$ cat src/rtl/lvt_mpram_pkg.sv
package lvt_mpram_pkg;
  // width of a write-port index; at least one bit so vectors stay legal
  function automatic int port_idx_w(input int ports);
    return (ports > 1) ? $clog2(ports) : 1;
  endfunction
endpackage

$ cat src/rtl/sdp_bank.sv
module sdp_bank #(
  parameter int DEPTH  = 16,
  parameter int DATA_W = 8,
  parameter int ADDR_W = 4
) (
  input  logic              clk,
  input  logic              rst,
  input  logic              we,
  input  logic [ADDR_W-1:0] waddr,
  input  logic [DATA_W-1:0] wdata,
  input  logic [ADDR_W-1:0] raddr,
  output logic [DATA_W-1:0] rdata
);
  logic [DATA_W-1:0] mem [DEPTH];

  // write side: no reset, so the array maps to block RAM
  always_ff @(posedge clk) begin
    if (we) mem[waddr] <= wdata;
  end

  // synchronous read, old data on a same-address collision
  always_ff @(posedge clk) begin
    if (rst) rdata <= '0;
    else     rdata <= mem[raddr];
  end
endmodule

$ cat src/rtl/lvt_table.sv
module lvt_table #(
  parameter int WR_PORTS = 2,
  parameter int RD_PORTS = 2,
  parameter int DEPTH    = 16,
  parameter int ADDR_W   = 4,
  parameter int SEL_W    = 1
) (
  input  logic                       clk,
  input  logic                       rst,
  input  logic [WR_PORTS-1:0]        we,
  input  logic [WR_PORTS*ADDR_W-1:0] waddr,
  input  logic [RD_PORTS*ADDR_W-1:0] raddr,
  output logic [RD_PORTS*SEL_W-1:0]  rsel
);
  logic [SEL_W-1:0]  tbl [DEPTH];
  logic [ADDR_W-1:0] wa  [WR_PORTS];
  logic [ADDR_W-1:0] ra  [RD_PORTS];

  for (genvar p = 0; p < WR_PORTS; p++) begin : g_wa
    assign wa[p] = waddr[p*ADDR_W +: ADDR_W];
  end
  for (genvar r = 0; r < RD_PORTS; r++) begin : g_ra
    assign ra[r] = raddr[r*ADDR_W +: ADDR_W];
  end

  // ascending port order: the last nonblocking update wins, so the
  // highest-numbered port owns a contested address
  always_ff @(posedge clk) begin
    if (rst) begin
      for (int a = 0; a < DEPTH; a++) tbl[a] <= '0;
    end else begin
      for (int p = 0; p < WR_PORTS; p++)
        if (we[p]) tbl[wa[p]] <= SEL_W'(p);
    end
  end

  // lookup registered to line up with the bank read register
  always_ff @(posedge clk) begin
    for (int r = 0; r < RD_PORTS; r++) begin
      if (rst) rsel[r*SEL_W +: SEL_W] <= '0;
      else     rsel[r*SEL_W +: SEL_W] <= tbl[ra[r]];
    end
  end

  // assertion support: port p loses to a higher port on the same address
  logic [WR_PORTS-1:0] beaten;
  logic                any_set;
  always_comb begin
    beaten = '0;
    for (int p = 0; p < WR_PORTS; p++)
      for (int q = p + 1; q < WR_PORTS; q++)
        if (we[p] && we[q] && (wa[p] == wa[q])) beaten[p] = 1'b1;
  end
  always_comb begin
    any_set = 1'b0;
    for (int a = 0; a < DEPTH; a++) any_set = any_set | (|tbl[a]);
  end

  p_lvt_clear_r6: assert property (@(posedge clk) disable iff (rst)
    $fell(rst) |-> !any_set);

  for (genvar p = 0; p < WR_PORTS; p++) begin : g_chk
    p_lvt_owner_r2: assert property (@(posedge clk) disable iff (rst)
      (we[p] && !beaten[p]) |=> (tbl[$past(wa[p])] == SEL_W'(p)));
    p_lvt_conflict_r5: assert property (@(posedge clk) disable iff (rst)
      (we[p] && beaten[p]) |=> (tbl[$past(wa[p])] != SEL_W'(p)));
  end
endmodule

$ cat src/rtl/lvt_mpram.sv
module lvt_mpram
  import lvt_mpram_pkg::*;
#(
  parameter int WR_PORTS = 2,
  parameter int RD_PORTS = 2,
  parameter int DEPTH    = 16,
  parameter int DATA_W   = 8,
  localparam int ADDR_W  = $clog2(DEPTH)
) (
  input  logic                       clk,
  input  logic                       rst,
  input  logic [WR_PORTS-1:0]        wr_en,
  input  logic [WR_PORTS*ADDR_W-1:0] wr_addr,
  input  logic [WR_PORTS*DATA_W-1:0] wr_data,
  input  logic [RD_PORTS*ADDR_W-1:0] rd_addr,
  output logic [RD_PORTS*DATA_W-1:0] rd_data
);
  localparam int SEL_W = port_idx_w(WR_PORTS);

  logic [DATA_W-1:0]        bank_q [WR_PORTS][RD_PORTS];
  logic [RD_PORTS*SEL_W-1:0] sel;

  // one copy per (write group, read port)
  for (genvar w = 0; w < WR_PORTS; w++) begin : g_grp
    for (genvar r = 0; r < RD_PORTS; r++) begin : g_copy
      sdp_bank #(
        .DEPTH (DEPTH),
        .DATA_W(DATA_W),
        .ADDR_W(ADDR_W)
      ) u_bank (
        .clk  (clk),
        .rst  (rst),
        .we   (wr_en[w]),
        .waddr(wr_addr[w*ADDR_W +: ADDR_W]),
        .wdata(wr_data[w*DATA_W +: DATA_W]),
        .raddr(rd_addr[r*ADDR_W +: ADDR_W]),
        .rdata(bank_q[w][r])
      );
    end
  end

  lvt_table #(
    .WR_PORTS(WR_PORTS),
    .RD_PORTS(RD_PORTS),
    .DEPTH   (DEPTH),
    .ADDR_W  (ADDR_W),
    .SEL_W   (SEL_W)
  ) u_lvt (
    .clk  (clk),
    .rst  (rst),
    .we   (wr_en),
    .waddr(wr_addr),
    .raddr(rd_addr),
    .rsel (sel)
  );

  // steering mux after the read registers
  always_comb begin
    rd_data = '0;
    for (int r = 0; r < RD_PORTS; r++)
      for (int w = 0; w < WR_PORTS; w++)
        if (sel[r*SEL_W +: SEL_W] == SEL_W'(w))
          rd_data[r*DATA_W +: DATA_W] = bank_q[w][r];
  end

  // idle memory and steady addresses keep the outputs steady
  p_rd_hold_r4: assert property (@(posedge clk) disable iff (rst)
    (!$past(rst) && !$past(rst, 2) && ($past(wr_en, 2) == '0) &&
     ($past(rd_addr) == $past(rd_addr, 2))) |-> $stable(rd_data));
endmodule

$ cat config.mk
export PLATFORM = sky130hd
export DESIGN_NAME = lvt_mpram
export DESIGN_NICKNAME = d
export VERILOG_FILES = /design/src/rtl/lvt_mpram_pkg.sv /design/src/rtl/sdp_bank.sv /design/src/rtl/lvt_table.sv /design/src/rtl/lvt_mpram.sv
export SDC_FILE = /design/constraint.sdc
export NUM_CORES = 1
export LEC_CHECK = 0
export BUFFER_PORTS_ARGS = -buffer_cell sky130_fd_sc_hd__buf_2
export CAP_MARGIN = 20
export CORE_ASPECT_RATIO = 1.2
export CORE_MARGIN = 2
export CORE_UTILIZATION = 40
export CTS_CLUSTER_DIAMETER = 60
export CTS_CLUSTER_SIZE = 10
export DETAILED_ROUTE_END_ITERATION = 8
export GPL_TIMING_DRIVEN = 0
export PLACE_DENSITY = 0.59
export SETUP_SLACK_MARGIN = 0.15
export SLEW_MARGIN = 20
export SYNTH_ARGS = -nofsm -noshare
export SYNTH_HDL_FRONTEND = slang
export SYNTH_SLANG_ARGS = --single-unit
export TNS_END_PERCENT = 10
$ cat constraint.sdc
create_clock -name clk -period 2.1 [get_ports clk]
set_clock_uncertainty 0.1 [all_clocks]
set_input_delay 0 -clock clk [delete_from_list [all_inputs] [get_ports clk]]
set_output_delay 0 -clock clk [all_outputs]
set_load 0.05 [all_outputs]
==> run_summary.xml <==
<?xml version="1.0" encoding="UTF-8"?>
<metrics>
  <group name="layout">
    <metric name="num_antenna_cells" unit="">0</metric>
    <metric name="layout.filler_cells" unit="">2893</metric>
    <metric name="net_count_reported_at_finish" unit="">989</metric>
    <metric name="proportion_of_layout_cells_with_a_drive_suffix_above_1" unit="%">24.1</metric>
    <metric name="multi_input_comb_area" unit="sq um">4780</metric>
    <metric name="final-seq-area" unit="sq um">8690</metric>
    <metric name="fin_area" unit="sq um">16200</metric>
    <metric name="area_growth" unit="%">16.7</metric>
  </group>
  <group name="place">
    <metric name="detailedPlacementHpwl" unit="um">29000</metric>
    <metric name="placement.io_buffers" unit="">47</metric>
    <metric name="placed_cell_area" unit="sq um">14800</metric>
    <metric name="placement.setup.worst_slack" unit="ns">-0.160</metric>
    <metric name="gp_congestion" unit="">0.857</metric>
  </group>
  <group name="sta">
    <metric name="hold_viol_final" unit="">0</metric>
    <metric name="setup_viol" unit="">0</metric>
    <metric name="final_critical_path_setup_slack" unit="ns">0.135</metric>
    <metric name="worst_pin_slew" unit="ns">1.10</metric>
    <metric name="max_freq" unit="GHz">0.509</metric>
    <metric name="rsz0062_at_grt" unit="">yes</metric>
    <metric name="timing.slew.headroom" unit="%">26.7</metric>
    <metric name="hold-worst-slack" unit="ns">0.0204</metric>
    <metric name="final.min_clock_period" unit="ns">1.96</metric>
    <metric name="slew_violations" unit="">0</metric>
    <metric name="final_min_period_over_clock_period" unit="%">93.5</metric>
  </group>
  <group name="cts">
    <metric name="worst_setup_hold_path_clk_slew" unit="ns">0.06</metric>
    <metric name="ctsRootBufferMaster" unit="">sky130_fd_sc_hd__clkbuf_16</metric>
    <metric name="h_tree_levels" unit="">2</metric>
    <metric name="cts_buffers" unit="">36</metric>
    <metric name="insertion_delay" unit="ns">0.54</metric>
    <metric name="clock_tree_from_tritoncts" unit="">yes</metric>
    <metric name="clock_tree.buffer_depth" unit="">3</metric>
    <metric name="cts_sinks" unit="">306</metric>
  </group>
  <group name="route">
    <metric name="drt_pass1_iterations" unit="">5</metric>
    <metric name="route.antenna.remaining_nets" unit="">0</metric>
    <metric name="route.vias.total" unit="">8613</metric>
    <metric name="initialDrtViolationCount" unit="">1038</metric>
    <metric name="post-route-drc-count" unit="">0</metric>
    <metric name="drt-wirelength-per-cell" unit="um">29.7</metric>
    <metric name="via_per_inst" unit="">6.00</metric>
    <metric name="routed_wire_length" unit="um">42700</metric>
  </group>
  <group name="logic_synthesis">
    <metric name="synth_cell_types" unit="">40</metric>
    <metric name="synth.yosys.warnings" unit="">0</metric>
    <metric name="synth_xor_xnor_area_share" unit="%">0</metric>
    <metric name="synth_enable_flop_cells" unit="">256</metric>
    <metric name="synth.cell_area" unit="sq um">13900</metric>
    <metric name="postSynthCellCount" unit="">826</metric>
    <metric name="synth_compound_area_share" unit="%">5.51</metric>
    <metric name="synth-main-ff-cell" unit="">sky130_fd_sc_hd__edfxtp_1</metric>
    <metric name="post_synth.cell_area_avg" unit="sq um">16.8</metric>
    <metric name="yosys.area_share.adder" unit="%">0</metric>
    <metric name="postSynthRegisterBits" unit="">306</metric>
    <metric name="main_combinational_cell_family_by_area_after_synthesis" unit="">multiplexers</metric>
    <metric name="post_synth_and_or_nand_nor_area_fraction" unit="%">3.33</metric>
    <metric name="synth_sequential_area_ratio" unit="%">62.4</metric>
    <metric name="synthArstFlopShare" unit="%">0</metric>
    <metric name="synth.net_count" unit="">862</metric>
    <metric name="synth.mux.area_fraction" unit="%">25.3</metric>
  </group>
  <group name="pwr">
    <metric name="power.sequential.fraction" unit="%">48.6</metric>
    <metric name="power_per_cell_area" unit="nW/um^2">864</metric>
    <metric name="vdd_ir_drop_max" unit="uV">523</metric>
    <metric name="power.share.combinational" unit="%">9.8</metric>
    <metric name="switchingPower" unit="mW">3.34</metric>
    <metric name="internal-power" unit="mW">10.7</metric>
    <metric name="static-leakage-power" unit="nW">5.79</metric>
    <metric name="overall_power_of_the_completed_layout" unit="mW">14.0</metric>
    <metric name="power.switching_fraction" unit="%">23.8</metric>
    <metric name="clock_power_share" unit="%">41.5</metric>
  </group>
  <group name="worst_setup_path">
    <metric name="r2r-end" unit="">g_grp[0].g_copy[1].u_bank.rdata[1]$_SDFF_PP0_</metric>
    <metric name="critPathRequiredTime" unit="ns">2.48</metric>
    <metric name="crit_path_start_kind" unit="">input port</metric>
    <metric name="r2r.worst_path.cells" unit="">3</metric>
    <metric name="cp.arrival" unit="ns">2.35</metric>
    <metric name="timing.reg2reg.setup_slack" unit="ns">0.29</metric>
    <metric name="regToRegStartpoint" unit="">g_grp[0].g_copy[1].u_bank.mem[3][1]$_DFFE_PP_</metric>
    <metric name="worst_setup_path_class" unit="">in2reg</metric>
    <metric name="timing.critical_path.to_type" unit="">register</metric>
    <metric name="worst-path-max-fanout" unit="">4</metric>
  </group>
  <group name="die">
    <metric name="initial_core_util" unit="%">40.7</metric>
    <metric name="die_h" unit="um">208</metric>
    <metric name="floorplan.die_area" unit="sq um">36300</metric>
    <metric name="placeableCoreArea" unit="sq um">34200</metric>
    <metric name="top_level_ports" unit="">52</metric>
    <metric name="placementRows" unit="">74</metric>
    <metric name="floorplan.die.width" unit="um">174</metric>
  </group>
  <group name="worst_hold_path">
    <metric name="holdCritStartpoint" unit="">wr_en[0]</metric>
    <metric name="worst_hold_path_type" unit="">in2reg</metric>
    <metric name="min_delay_path_depth" unit="">4</metric>
    <metric name="hold_path_end" unit="">u_lvt.tbl[5]$_DFF_P_</metric>
  </group>
  <group name="global_routing">
    <metric name="via_count_of_the_first_global_routing_pass" unit="">8689</metric>
    <metric name="grt_max_degree" unit="">17</metric>
    <metric name="grt_first_pass_wirelength" unit="um">60600</metric>
    <metric name="grt_usage" unit="%">23.6</metric>
    <metric name="grt_antenna_before_repair" unit="">0</metric>
    <metric name="overflow" unit="">0</metric>
  </group>
  <group name="job">
    <metric name="max_cap_violations" unit="">0</metric>
  </group>
  <group name="outcome">
    <metric name="status" unit="">complete, no violations</metric>
  </group>
</metrics>
[metrics by stage]
step                      instances  util [%]  TNS, ns
after floorplan                 826         -        0
after global placement         1329      43.1    -9.88
after detailed placement       1332      43.2   -0.577
after CTS                      1435      47.5        0
after global routing           1436      47.5        0
final                          1436      47.5        0
[cells by family after synthesis]
| logic type | after synthesis |
|---|---|
| AOI/OAI and AO/OA | 119 |
| buffers and inverters | 72 |
| DFF | 306 |
| muxes | 230 |
| and+or+nand+nor | 99 |
[power by group through the flow]
stage	clock [mW]	combinational (mW)	sequential, mW
finish	5.83	1.38	6.83
detailed placement	0	1.31	6.96
global placement	0	1.30	6.95
CTS	5.90	1.36	6.83
global route	6.11	1.44	6.84
floorplan	0	0.829	6.91
[worst max-delay path by stage]
stage | slack (ns) | end | startpoint
after floorplan | 0.47 | g_grp[0].g_copy[1].u_bank.mem[0][0]$_DFFE_PP_ | wr_addr[3]
after global placement | -0.68 | u_lvt.tbl[8]$_DFF_P_ | wr_addr[2]
after detailed placement | -0.16 | g_grp[0].g_copy[1].u_bank.rdata[1]$_SDFF_PP0_ | rd_addr[6]
after CTS | 0.17 | g_grp[1].g_copy[0].u_bank.rdata[2]$_SDFF_PP0_ | rst
after global routing | 0.09 | u_lvt.tbl[15]$_DFF_P_ | wr_addr[4]
final | 0.14 | u_lvt.tbl[15]$_DFF_P_ | wr_addr[4]
[critical path, cell delays in order]
cell and delay [ns]:
sky130_fd_sc_hd__buf_2 0.11, sky130_fd_sc_hd__dlygate4sd3_1 0.58, sky130_fd_sc_hd__and3_2 0.25, sky130_fd_sc_hd__nand3_1 0.12, sky130_fd_sc_hd__dlygate4sd3_1 0.58, sky130_fd_sc_hd__a21oi_1 0.13, sky130_fd_sc_hd__dlygate4sd3_1 0.57
[area by class of cell]
class / instances / area share (%)
timing repair buffer: 89 / 3.98
tap: 456 / 3.51
inverter: 17 / 0.393
clock buffer: 64 / 6.58
clock inverter: 1 / 0.100
multi-input combinational: 448 / 29.4
buffer: 55 / 2.53
sequential: 306 / 53.5
[cell usage in the layout, fill, tap and decap left out, types with 2 or more instances in the layout]
cell type | synthesis | layout
sky130_fd_sc_hd__buf_12 | 2 | 2
sky130_fd_sc_hd__o22ai_1 | 15 | 15
sky130_fd_sc_hd__nand2_1 | 39 | 39
sky130_fd_sc_hd__buf_1 | 4 | 4
sky130_fd_sc_hd__nand3_1 | 11 | 11
sky130_fd_sc_hd__buf_8 | 5 | 5
sky130_fd_sc_hd__a221oi_1 | 10 | 10
sky130_fd_sc_hd__dfxtp_1 | 50 | 50
sky130_fd_sc_hd__nor2_1 | 20 | 17
sky130_fd_sc_hd__or2_2 | 2 | 2
sky130_fd_sc_hd__buf_6 | 11 | 11
sky130_fd_sc_hd__a311oi_1 | 3 | 3
sky130_fd_sc_hd__buf_2 | 16 | 63
sky130_fd_sc_hd__nand2b_1 | 7 | 7
sky130_fd_sc_hd__a21oi_1 | 22 | 22
sky130_fd_sc_hd__mux4_2 | 79 | 79
sky130_fd_sc_hd__clkbuf_2 | 0 | 2
sky130_fd_sc_hd__nor2_2 | 0 | 3
sky130_fd_sc_hd__o21ai_1 | 4 | 4
sky130_fd_sc_hd__mux2i_1 | 122 | 122
sky130_fd_sc_hd__clkbuf_8 | 0 | 2
sky130_fd_sc_hd__dlygate4sd3_1 | 0 | 38
sky130_fd_sc_hd__a22oi_1 | 29 | 29
sky130_fd_sc_hd__nand3b_1 | 2 | 2
sky130_fd_sc_hd__clkbuf_1 | 14 | 36
sky130_fd_sc_hd__inv_1 | 16 | 16
sky130_fd_sc_hd__o2111ai_1 | 3 | 3
sky130_fd_sc_hd__edfxtp_1 | 256 | 256
sky130_fd_sc_hd__o21ai_0 | 25 | 25
sky130_fd_sc_hd__clkbuf_16 | 0 | 38
sky130_fd_sc_hd__nor3_2 | 0 | 3
sky130_fd_sc_hd__mux4_1 | 13 | 13
sky130_fd_sc_hd__buf_4 | 3 | 7
sky130_fd_sc_hd__nor2b_1 | 8 | 8
sky130_fd_sc_hd__mux2_2 | 16 | 16
sky130_fd_sc_hd__o211ai_1 | 7 | 7
[cell usage after synthesis, types with 2 or more instances]
cell type                     n  share of area (%)
sky130_fd_sc_hd__o211ai_1     7               0.38
sky130_fd_sc_hd__buf_2       16               0.58
sky130_fd_sc_hd__buf_4        3               0.16
sky130_fd_sc_hd__o22ai_1     15               0.67
sky130_fd_sc_hd__nor2b_1      8               0.36
sky130_fd_sc_hd__or2_2        2              0.090
sky130_fd_sc_hd__nand3_1     11               0.40
sky130_fd_sc_hd__inv_1       16               0.43
sky130_fd_sc_hd__nor2_1      20               0.54
sky130_fd_sc_hd__clkbuf_1    14               0.38
sky130_fd_sc_hd__mux2_2      16                1.3
sky130_fd_sc_hd__a22oi_1     29                1.6
sky130_fd_sc_hd__mux2i_1    122                8.8
sky130_fd_sc_hd__a221oi_1    10               0.63
sky130_fd_sc_hd__a21oi_1     22               0.79
sky130_fd_sc_hd__buf_12       2               0.29
sky130_fd_sc_hd__o21ai_0     25               0.90
sky130_fd_sc_hd__nand2b_1     7               0.31
sky130_fd_sc_hd__buf_8        5               0.54
sky130_fd_sc_hd__nand3b_1     2               0.11
sky130_fd_sc_hd__buf_1        4               0.11
sky130_fd_sc_hd__edfxtp_1   256                 55
sky130_fd_sc_hd__nor3_1       3               0.11
sky130_fd_sc_hd__a311oi_1     3               0.19
sky130_fd_sc_hd__buf_6       11               0.89
sky130_fd_sc_hd__o2111ai_1    3               0.19
sky130_fd_sc_hd__mux4_1      13                2.5
sky130_fd_sc_hd__nand2_1     39                1.1
sky130_fd_sc_hd__o21ai_1      4               0.14
sky130_fd_sc_hd__mux4_2      79                 13
sky130_fd_sc_hd__dfxtp_1     50                7.2
[state kept, by name (all words and copies together), names as in the netlist]
register                   count
u_lvt.tbl                     16
g_grp.g_copy.u_bank.mem      256
g_grp.g_copy.u_bank.rdata     32
u_lvt.rsel                     2
[layer usage]
layer | vias to the layer above | share of wire, % | track usage (%)
met3 | 87 | 7.9 | 4.00
li1 | 3627 | - | -
met1 | 4459 | 41 | 32.0
met4 | 0 | 3.5 | 8.72
met5 | - | 0 | 0
met2 | 440 | 48 | 38.2
[what timing repair did]
| item | in CTS | in global routing |
|---|---|---|
| setup buffers | 0 | 0 |
| hold buffers | 38 | 0 |
| endpoints found under the hold margin | 311 | 0 |
| resized for setup | 1 | 3 |
| setup endpoints to repair | 8 | 6 |
(Power assumes the default switching activity.)
